[src/rtl/rng_pkg.sv]
`timescale 1ns/1ps
package rng_pkg;
    localparam int WORD_W    = 32;
    localparam int NUM_WORDS = 8;
    localparam int ENT_W     = 2 * WORD_W;

    // word offsets (byte offset / 4)
    localparam int OFS_CMD    = 'h00;
    localparam int OFS_STAT   = 'h01;
    localparam int OFS_MODE   = 'h02;
    localparam int OFS_IEN    = 'h04;
    localparam int OFS_ISTAT  = 'h05;
    localparam int OFS_WORD0  = 'h08;
    localparam int OFS_RESEED = 'h18;
    localparam int OFS_VER    = 'h3C;

    localparam logic [WORD_W-1:0] CMD_GEN    = 32'd1;
    localparam logic [WORD_W-1:0] CMD_SEED   = 32'd2;
    localparam logic [WORD_W-1:0] VERSION_ID = 32'h0000_46BC;
    localparam logic [WORD_W-1:0] MIX_STEP   = 32'h9E37_79B9;
    localparam logic [WORD_W-1:0] IEN_MASK   = 32'h8000_0003;
    localparam logic [ENT_W-1:0]  LFSR_TAPS  = 64'hD800_0000_0000_0000;

    localparam int ST_SEEDED_BIT = 9;
    localparam int ST_GEN_BIT    = 30;
    localparam int ST_SEED_BIT   = 31;
    localparam int MODE_BIT      = 3;
    localparam int IE_GLOBAL     = 31;
    localparam int IS_RDY        = 0;
    localparam int IS_SEED       = 1;
    localparam int IS_W          = 2;

    typedef enum logic [1:0] {
        SQ_IDLE = 2'd0,
        SQ_SEED = 2'd1,
        SQ_GEN  = 2'd2
    } seq_state_e;
endpackage

[src/rtl/rng_lfsr.sv]
`timescale 1ns/1ps
module rng_lfsr
    import rng_pkg::*;
#(
    parameter logic [ENT_W-1:0] INIT = 64'h0123_4567_89AB_CDEF
) (
    input  logic             clk,
    input  logic             rst_n,
    output logic [ENT_W-1:0] state_o
);
    logic [ENT_W-1:0] lfsr_d, lfsr_q;

    always_comb begin
        lfsr_d = {lfsr_q[ENT_W-2:0], ^(lfsr_q & LFSR_TAPS)};
    end

    always_ff @(posedge clk or negedge rst_n) begin
        if (!rst_n) lfsr_q <= INIT;
        else        lfsr_q <= lfsr_d;
    end

    assign state_o = lfsr_q;

    // never locks up in the all-zero state
    a_r10_nonzero: assert property (@(posedge clk) disable iff (!rst_n)
        lfsr_q != '0);
endmodule

[src/rtl/rng_sequencer.sv]
`timescale 1ns/1ps
module rng_sequencer
    import rng_pkg::*;
#(
    parameter int SEED_CYCLES = 12,
    parameter int GEN_CYCLES  = 6,
    parameter int CNT_W       = 16
) (
    input  logic                              clk,
    input  logic                              rst_n,
    input  logic                              cmd_gen_i,
    input  logic                              cmd_seed_i,
    input  logic                              wide_i,
    input  logic [CNT_W-1:0]                  limit_i,
    input  logic [ENT_W-1:0]                  entropy_i,
    output seq_state_e                        state_o,
    output logic                              seeded_o,
    output logic                              gen_done_o,
    output logic                              seed_done_o,
    output logic [NUM_WORDS-1:0][WORD_W-1:0]  words_o
);
    localparam int MAX_CYC = (SEED_CYCLES > GEN_CYCLES) ? SEED_CYCLES : GEN_CYCLES;
    localparam int CYC_W   = $clog2(MAX_CYC + 1);
    localparam int HALF    = NUM_WORDS / 2;

    typedef struct packed {
        seq_state_e                       state;
        logic [CYC_W-1:0]                 cnt;
        logic                             seeded;
        logic                             after;
        logic                             wide;
        logic [ENT_W-1:0]                 key;
        logic [CNT_W-1:0]                 served;
        logic [NUM_WORDS-1:0][WORD_W-1:0] words;
    } seq_regs_t;

    localparam seq_regs_t SEQ_RST = '{
        state:  SQ_SEED,
        cnt:    '0,
        seeded: 1'b0,
        after:  1'b0,
        wide:   1'b0,
        key:    '0,
        served: '0,
        words:  '0
    };

    seq_regs_t q, d;

    logic [ENT_W-1:0]                 mixed;
    logic [NUM_WORDS-1:0][WORD_W-1:0] fresh;
    logic [CNT_W:0]                   served_sum;
    logic                             over_limit;

    assign mixed = entropy_i ^ q.key;

    for (genvar gi = 0; gi < NUM_WORDS; gi++) begin : g_mix
        localparam logic [WORD_W-1:0] K = WORD_W'(MIX_STEP * WORD_W'(gi + 1));
        if (gi % 2 == 0) begin : g_lo
            assign fresh[gi] = mixed[WORD_W-1:0] ^ K;
        end else begin : g_hi
            assign fresh[gi] = mixed[ENT_W-1:WORD_W] ^ K;
        end
    end

    always_comb begin
        d           = q;
        gen_done_o  = (q.state == SQ_GEN)  && (q.cnt == CYC_W'(GEN_CYCLES - 1));
        seed_done_o = (q.state == SQ_SEED) && (q.cnt == CYC_W'(SEED_CYCLES - 1));
        served_sum  = {1'b0, q.served} + (q.wide ? (CNT_W+1)'(2) : (CNT_W+1)'(1));
        over_limit  = (limit_i != '0) && (q.served >= limit_i);

        unique case (q.state)
            SQ_IDLE: begin
                if (cmd_gen_i) begin
                    d.wide = wide_i;
                    d.cnt  = '0;
                    if (over_limit) begin
                        d.state  = SQ_SEED;
                        d.seeded = 1'b0;
                        d.after  = 1'b1;
                    end else begin
                        d.state = SQ_GEN;
                    end
                end else if (cmd_seed_i) begin
                    d.state  = SQ_SEED;
                    d.cnt    = '0;
                    d.seeded = 1'b0;
                    d.after  = 1'b0;
                end
            end
            SQ_SEED: begin
                if (seed_done_o) begin
                    d.seeded = 1'b1;
                    d.key    = entropy_i;
                    d.served = '0;
                    d.cnt    = '0;
                    d.state  = q.after ? SQ_GEN : SQ_IDLE;
                    d.after  = 1'b0;
                end else begin
                    d.cnt = q.cnt + 1'b1;
                end
            end
            SQ_GEN: begin
                if (gen_done_o) begin
                    for (int i = 0; i < NUM_WORDS; i++) begin
                        d.words[i] = (i >= HALF && !q.wide) ? '0 : fresh[i];
                    end
                    d.served = served_sum[CNT_W] ? '1 : served_sum[CNT_W-1:0];
                    d.state  = SQ_IDLE;
                end else begin
                    d.cnt = q.cnt + 1'b1;
                end
            end
            default: d.state = SQ_IDLE;
        endcase
    end

    always_ff @(posedge clk or negedge rst_n) begin
        if (!rst_n) q <= SEQ_RST;
        else        q <= d;
    end

    assign state_o  = q.state;
    assign seeded_o = q.seeded;
    assign words_o  = q.words;

    // words change only on a generate completion
    a_r6_words_hold: assert property (@(posedge clk) disable iff (!rst_n)
        !gen_done_o |=> $stable(words_o));
    // narrow runs leave the upper words zero
    a_r7_narrow_zero: assert property (@(posedge clk) disable iff (!rst_n)
        (gen_done_o && !q.wide) |=> (words_o[NUM_WORDS-1:HALF] == '0));
    // a request at the threshold turns into a seed run first
    a_r9_reseed_first: assert property (@(posedge clk) disable iff (!rst_n)
        (q.state == SQ_IDLE && cmd_gen_i && over_limit) |=> (state_o == SQ_SEED));
    // a running sequence is not disturbed before its end
    a_r8_busy_hold: assert property (@(posedge clk) disable iff (!rst_n)
        (q.state != SQ_IDLE && !gen_done_o && !seed_done_o) |=> $stable(state_o));
    // a completed seed leaves the seeded flag set
    a_r3_seeded_after: assert property (@(posedge clk) disable iff (!rst_n)
        seed_done_o |=> seeded_o);
endmodule

[src/rtl/rng_ctrl.sv]
`timescale 1ns/1ps
module rng_ctrl
    import rng_pkg::*;
#(
    parameter int               ADDR_W      = 8,
    parameter int               SEED_CYCLES = 12,
    parameter int               GEN_CYCLES  = 6,
    parameter int               CNT_W       = 16,
    parameter logic [ENT_W-1:0] LFSR_INIT   = 64'h0123_4567_89AB_CDEF
) (
    input  logic              clk,
    input  logic              rst_n,
    input  logic [ADDR_W-1:0] bus_addr_i,
    input  logic              bus_we_i,
    input  logic [31:0]       bus_wdata_i,
    output logic [31:0]       bus_rdata_o,
    output logic              irq_o
);
    localparam int WSEL_W = $clog2(NUM_WORDS);

    typedef struct packed {
        logic [WORD_W-1:0] ien;
        logic              wide;
        logic [CNT_W-1:0]  limit;
        logic [IS_W-1:0]   istat;
    } ctl_regs_t;

    ctl_regs_t q, d;

    int                               wa;
    logic                             cmd_gen, cmd_seed;
    logic [ENT_W-1:0]                 entropy;
    seq_state_e                       seq_state;
    logic                             seeded, gen_done, seed_done;
    logic [NUM_WORDS-1:0][WORD_W-1:0] words;
    logic [WORD_W-1:0]                status_w;
    logic [IS_W-1:0]                  clr_bits, set_bits;
    logic                             unused_addr;

    assign unused_addr = ^bus_addr_i[1:0];

    always_comb begin
        wa = int'(bus_addr_i[ADDR_W-1:2]);
    end

    assign cmd_gen  = bus_we_i && (wa == OFS_CMD) && (bus_wdata_i == CMD_GEN);
    assign cmd_seed = bus_we_i && (wa == OFS_CMD) && (bus_wdata_i == CMD_SEED);

    rng_lfsr #(
        .INIT (LFSR_INIT)
    ) u_lfsr (
        .clk     (clk),
        .rst_n   (rst_n),
        .state_o (entropy)
    );

    rng_sequencer #(
        .SEED_CYCLES (SEED_CYCLES),
        .GEN_CYCLES  (GEN_CYCLES),
        .CNT_W       (CNT_W)
    ) u_seq (
        .clk         (clk),
        .rst_n       (rst_n),
        .cmd_gen_i   (cmd_gen),
        .cmd_seed_i  (cmd_seed),
        .wide_i      (q.wide),
        .limit_i     (q.limit),
        .entropy_i   (entropy),
        .state_o     (seq_state),
        .seeded_o    (seeded),
        .gen_done_o  (gen_done),
        .seed_done_o (seed_done),
        .words_o     (words)
    );

    always_comb begin
        status_w                = '0;
        status_w[ST_SEEDED_BIT] = seeded;
        status_w[ST_GEN_BIT]    = (seq_state == SQ_GEN);
        status_w[ST_SEED_BIT]   = (seq_state == SQ_SEED);
    end

    always_comb begin
        d                 = q;
        set_bits          = '0;
        set_bits[IS_RDY]  = gen_done;
        set_bits[IS_SEED] = seed_done;
        clr_bits          = (bus_we_i && wa == OFS_ISTAT) ? bus_wdata_i[IS_W-1:0] : '0;
        d.istat           = (q.istat & ~clr_bits) | set_bits;
        if (bus_we_i) begin
            if (wa == OFS_IEN)    d.ien   = bus_wdata_i & IEN_MASK;
            if (wa == OFS_MODE)   d.wide  = bus_wdata_i[MODE_BIT];
            if (wa == OFS_RESEED) d.limit = bus_wdata_i[CNT_W-1:0];
        end
    end

    always_ff @(posedge clk or negedge rst_n) begin
        if (!rst_n) q <= '0;
        else        q <= d;
    end

    always_comb begin
        bus_rdata_o = '0;
        if (wa >= OFS_WORD0 && wa < OFS_WORD0 + NUM_WORDS) begin
            bus_rdata_o = words[WSEL_W'(wa - OFS_WORD0)];
        end else begin
            case (wa)
                OFS_STAT:   bus_rdata_o = status_w;
                OFS_MODE:   bus_rdata_o[MODE_BIT] = q.wide;
                OFS_IEN:    bus_rdata_o = q.ien;
                OFS_ISTAT:  bus_rdata_o[IS_W-1:0] = q.istat;
                OFS_RESEED: bus_rdata_o[CNT_W-1:0] = q.limit;
                OFS_VER:    bus_rdata_o = VERSION_ID;
                default:    bus_rdata_o = '0;
            endcase
        end
    end

    assign irq_o = q.ien[IE_GLOBAL] &&
                   ((q.ien[IS_RDY] && q.istat[IS_RDY]) || (q.ien[IS_SEED] && q.istat[IS_SEED]));

    // a completed generate run is visible as the ready flag
    a_r5_rdy_set: assert property (@(posedge clk) disable iff (!rst_n)
        gen_done |=> q.istat[IS_RDY]);
    // the two busy bits are exclusive
    a_r2_busy_excl: assert property (@(posedge clk) disable iff (!rst_n)
        !(status_w[ST_GEN_BIT] && status_w[ST_SEED_BIT]));
    // no interrupt without the global enable
    a_r11_irq_gate: assert property (@(posedge clk) disable iff (!rst_n)
        !q.ien[IE_GLOBAL] |-> !irq_o);
    // a seed completion raises the seed-done flag
    a_r3_seed_flag: assert property (@(posedge clk) disable iff (!rst_n)
        seed_done |=> q.istat[IS_SEED]);
endmodule

[config.mk]
export PLATFORM = sky130hd
export DESIGN_NAME = rng_ctrl
export DESIGN_NICKNAME = d
export VERILOG_FILES = /design/src/rtl/rng_pkg.sv /design/src/rtl/rng_lfsr.sv /design/src/rtl/rng_sequencer.sv /design/src/rtl/rng_ctrl.sv
export SDC_FILE = /design/constraint.sdc
export NUM_CORES = 1
export LEC_CHECK = 0
export BUFFER_PORTS_ARGS = -buffer_cell sky130_fd_sc_hd__buf_2
export CORE_ASPECT_RATIO = 0.75
export CORE_MARGIN = 5
export CORE_UTILIZATION = 60
export DETAILED_ROUTE_END_ITERATION = 16
export GPL_ROUTABILITY_DRIVEN = 0
export GPL_TIMING_DRIVEN = 0
export PLACE_DENSITY = 0.76
export SLEW_MARGIN = 40
export SYNTH_ARGS = -nofsm -noshare
export SYNTH_HDL_FRONTEND = slang
export SYNTH_SLANG_ARGS = --single-unit
[constraint.sdc]
create_clock -name clk -period 4.3 [get_ports clk]
set_input_delay 0.43 -clock clk [delete_from_list [all_inputs] [get_ports clk]]
set_output_delay 0.43 -clock clk [all_outputs]
set_load 0.005 [all_outputs]
==> impl_metrics.py <==
metrics = {
    "cts": {
        "ctsResizeCount": 0,
        "postCtsSetupBuffers": 0,
        "cts_buffer_depth": 3,
        "clk_latency_ps": 530,
        "cts_tree": "done",
        "root_buffer": "clkbuf_16",
        "cts_buffers": 35,
        "clock_sinks": 356,
        "h-tree-depth": 2,
        "clk_pin_slew_ps": 70,
    },
    "logic_synthesis": {
        "synth_top_area_share_pct": 50.8,
        "synth_edf_count": 0,
        "synth.area.mux_share_pct": 13.1,
        "synth_cells": 1393,
        "ys_types": 57,
        "ys_seq_elements": 356,
        "synth_simple_gate_area_share_pct": 11.6,
        "synth.avg_cell_area_um2": 11.4,
        "async_reset_ff_share_pct": 100,
        "yosys-top-cells-area": "dfrtp_1 51%, mux2_2 6.5%, nand2_1 6.4%",
        "synth-xor-area-share_pct": 5.06,
        "ys_seq_area_share_pct": 56.2,
        "ys_warn_count": 0,
        "yosysTopAreaCell": "dfrtp_1",
        "synth_compound_area_share_pct": 9.41,
        "synth_nets": 1461,
        "synth_top_family_by_area": "multiplexers",
        "synthAdderAreaFrac_pct": 2.01,
        "synth_area_um2": 15900,
        "synthFlopType": "dfrtp_1",
    },
    "drt": {
        "wl_per_cell_um": 25.0,
        "vias": 12000,
        "vias_per_cell": 6.41,
        "finalWirelength_um": 47000,
        "ant_nets": 0,
        "drtPass1Iterations": 7,
        "drc_errors": 0,
        "drt_first_iter_violations": 1438,
    },
    "grt": {
        "antenna_found_initial": 0,
        "grt_pass1_vias": 11900,
        "grt_pass1_wl_um": 71900,
        "grt_use_total_pct": 32.3,
        "grt_max_degree": 75,
        "grt.overflow.total": 0,
    },
    "sta": {
        "grt_setup_unrepaired": "false",
        "hold_slack_ps": 142,
        "slew_violations": 0,
        "fin_crit_sh_pct": 88.8,
        "slew_headroom_pct": 34.7,
        "clock_skew_ps": 10.1,
        "finalCriticalPeriod_ps": 3820,
        "timing.setup.tns_ps": 0,
        "final-hold-violation-count": 0,
        "max_freq_mhz": 262,
        "worstMarginPinSlew_ps": 979,
        "finalSetupViolCount": 0,
    },
    "pwr": {
        "p_leak_uw": 0.00878,
        "ir_drop_mv": 0.362,
        "p_per_area_nw_per_um2": 392,
    },
    "worst_hold_path": {
        "min_to": "q[10]$_DFFE_PN0P_",
        "hold_path.class": "in -> reg",
        "whs_path_depth": 2,
        "hp-start": "bus_wdata_i[8]",
    },
    "floorplanning": {
        "dieArea_um2": 29900,
        "rows": 51,
        "coreArea_um2": 26000,
        "start_util_pct": 61.1,
        "pin_count": 76,
        "die_h_um": 151,
        "dieWidth_um": 198,
    },
    "critical_path": {
        "max_stage_delay_ps": 560,
        "r2r_start": "u_seq.q[336]$_DFFE_PN0P_",
        "cpMostUsedCell": "clkbuf_1",
        "crit_fanout": 11,
        "cp_num_cells": 13,
        "r2r_setup_slack_ps": 480,
        "cpMaxStageDelayCell": "nor4_1",
        "path_buf_inv": 5,
        "worstPathRequired_ps": 4750,
        "cpLargestDelayFamily": "buffers and inverters",
        "arrival_ps": 4270,
        "path_cells": "clkbuf_1 -> inv_2 -> clkbuf_2 -> ha_1 -> inv_1 -> fa_1 -> nor2_1 -> nand3_1 -> nor4_1 -> nand2_1 -> clkbuf_1 -> a21oi_1 -> o21bai_1",
        "start_kind": "register",
        "worstReg2RegEnd": "u_seq.q[257]$_DFFE_PN0P_",
        "crit_type": "reg -> reg",
        "worstSetupEndpointType": "register",
        "reg2reg_depth": 13,
    },
    "flow_run": {
        "drv_cap": 0,
    },
    "status": {
        "outcome": "finished, final reports clean",
    },
    "finish": {
        "final_nets": 1575,
        "drive_gt1_share_pct": 21.4,
        "n_antenna_cell": 0,
        "layout_commonest_cell": "dfrtp_1",
        "syn2layout_area_growth_pct": 14.0,
        "fin_util_pct": 69.7,
        "final_cell_mix": "323 x dfrtp_1, 271 x nand2_1, 92 x mux2_2",
    },
    "place": {
        "place.detailed.hpwl_um": 32300,
        "port_buffers": 71,
    },
}
[synthesized netlist by cell type (8+ instances only)]
cell and number:
clkbuf_1 68, nand3_1 50, mux2i_1 10, ha_1 24, and3_1 11, xor2_1 48, nor4_1 12, xnor2_1 44
dfstp_2 33, nand2_1 271, inv_1 26, mux2_2 92, buf_1 8, dfrtp_1 323, o31ai_1 64, a22o_1 14
o21ai_0 82, a21oi_1 55, nor2_1 51, mux4_2 42
[sequential cells by signal, indices dropped and copies added, names as in the netlist]
register / cells
u_lfsr.state_o: 64
q: 22
u_seq.state_o: 2
u_seq.seeded_o: 1
u_seq.q: 86
u_seq.words_o: 181
[stage by stage]
step | cell area [um2] | total power [uW] | std cells | setup WS (ps)
global placement | 16700 | 3740 | 1808 | -3950
CTS | 18100 | 7130 | 1877 | 614
finish | 18200 | 7110 | 1877 | 481
global route | 18200 | 7310 | 1877 | 250
detailed placement | 16900 | 3760 | 1813 | 626
floorplan | 15900 | 3590 | 1393 | 1320
[worst max path at each step]
stage,startpoint,to,slack (ps)
final,u_seq.q[336]$_DFFE_PN0P_,u_seq.q[257]$_DFFE_PN0P_,480
after global routing,u_seq.q[336]$_DFFE_PN0P_,u_seq.q[267]$_DFFE_PN0P_,250
after CTS,u_seq.q[336]$_DFFE_PN0P_,u_seq.q[257]$_DFFE_PN0P_,610
after detailed placement,u_seq.q[336]$_DFFE_PN0P_,u_seq.q[257]$_DFFE_PN0P_,630
after global placement,rst_n,u_seq.q[297]$_DFFE_PN0P_,-3950
after floorplan,u_seq.q[336]$_DFFE_PN0P_,u_seq.q[257]$_DFFE_PN0P_,1320
[what timing repair did]
action | CTS | global route
hold buffers | 1 | 0
hold endpoints to repair | 26 | 0
endpoints found under the setup margin | 0 | 0
[cell families (layout without fill, tap and decap cells)]
logic type                 count (synthesis)  in the layout
adders and majority gates                 25             25
muxes                                    144            144
xor gates and xnor gates                  92             92
AOI/OAI and AO/OA                        241            241
DFF                                      356            356
and+or+nand+nor                          428            428
buffers and inverters                    107            247
[layer usage]
layer  track usage [%]  part of all wire, %
met1              48.4                   42
met3              9.36                   13
met2              45.9                   42
met4              10.4                  3.2
met5                 0                    0
[power breakdown]
part,switching (uW),internal (uW),leakage [uW]
clock network,1310,2090,0.000609
logic,186,107,0.00335
registers,38.2,3380,0.00482
[layout make-up]
cell class | count | area [um2]
fillers | 1865 | 7880
plain buffers | 80 | 332
multi-input cells | 930 | 6570
repair buffers | 77 | 513
inverters | 27 | 101
well taps | 344 | 430
clock buffers | 54 | 1040
flip-flops and latches | 356 | 8950
clock inverters | 9 | 223
[worst register-to-register path, cell delays in order, from the launching register on]
cell	delay (ps)
dfrtp_1	400
clkbuf_1	220
inv_2	180
clkbuf_2	450
ha_1	290
inv_1	60
fa_1	420
nor2_1	190
nand3_1	160
nor4_1	560
nand2_1	210
clkbuf_1	290
a21oi_1	190
o21bai_1	120
No activity file was read; power rests on OpenSTA's default activity.
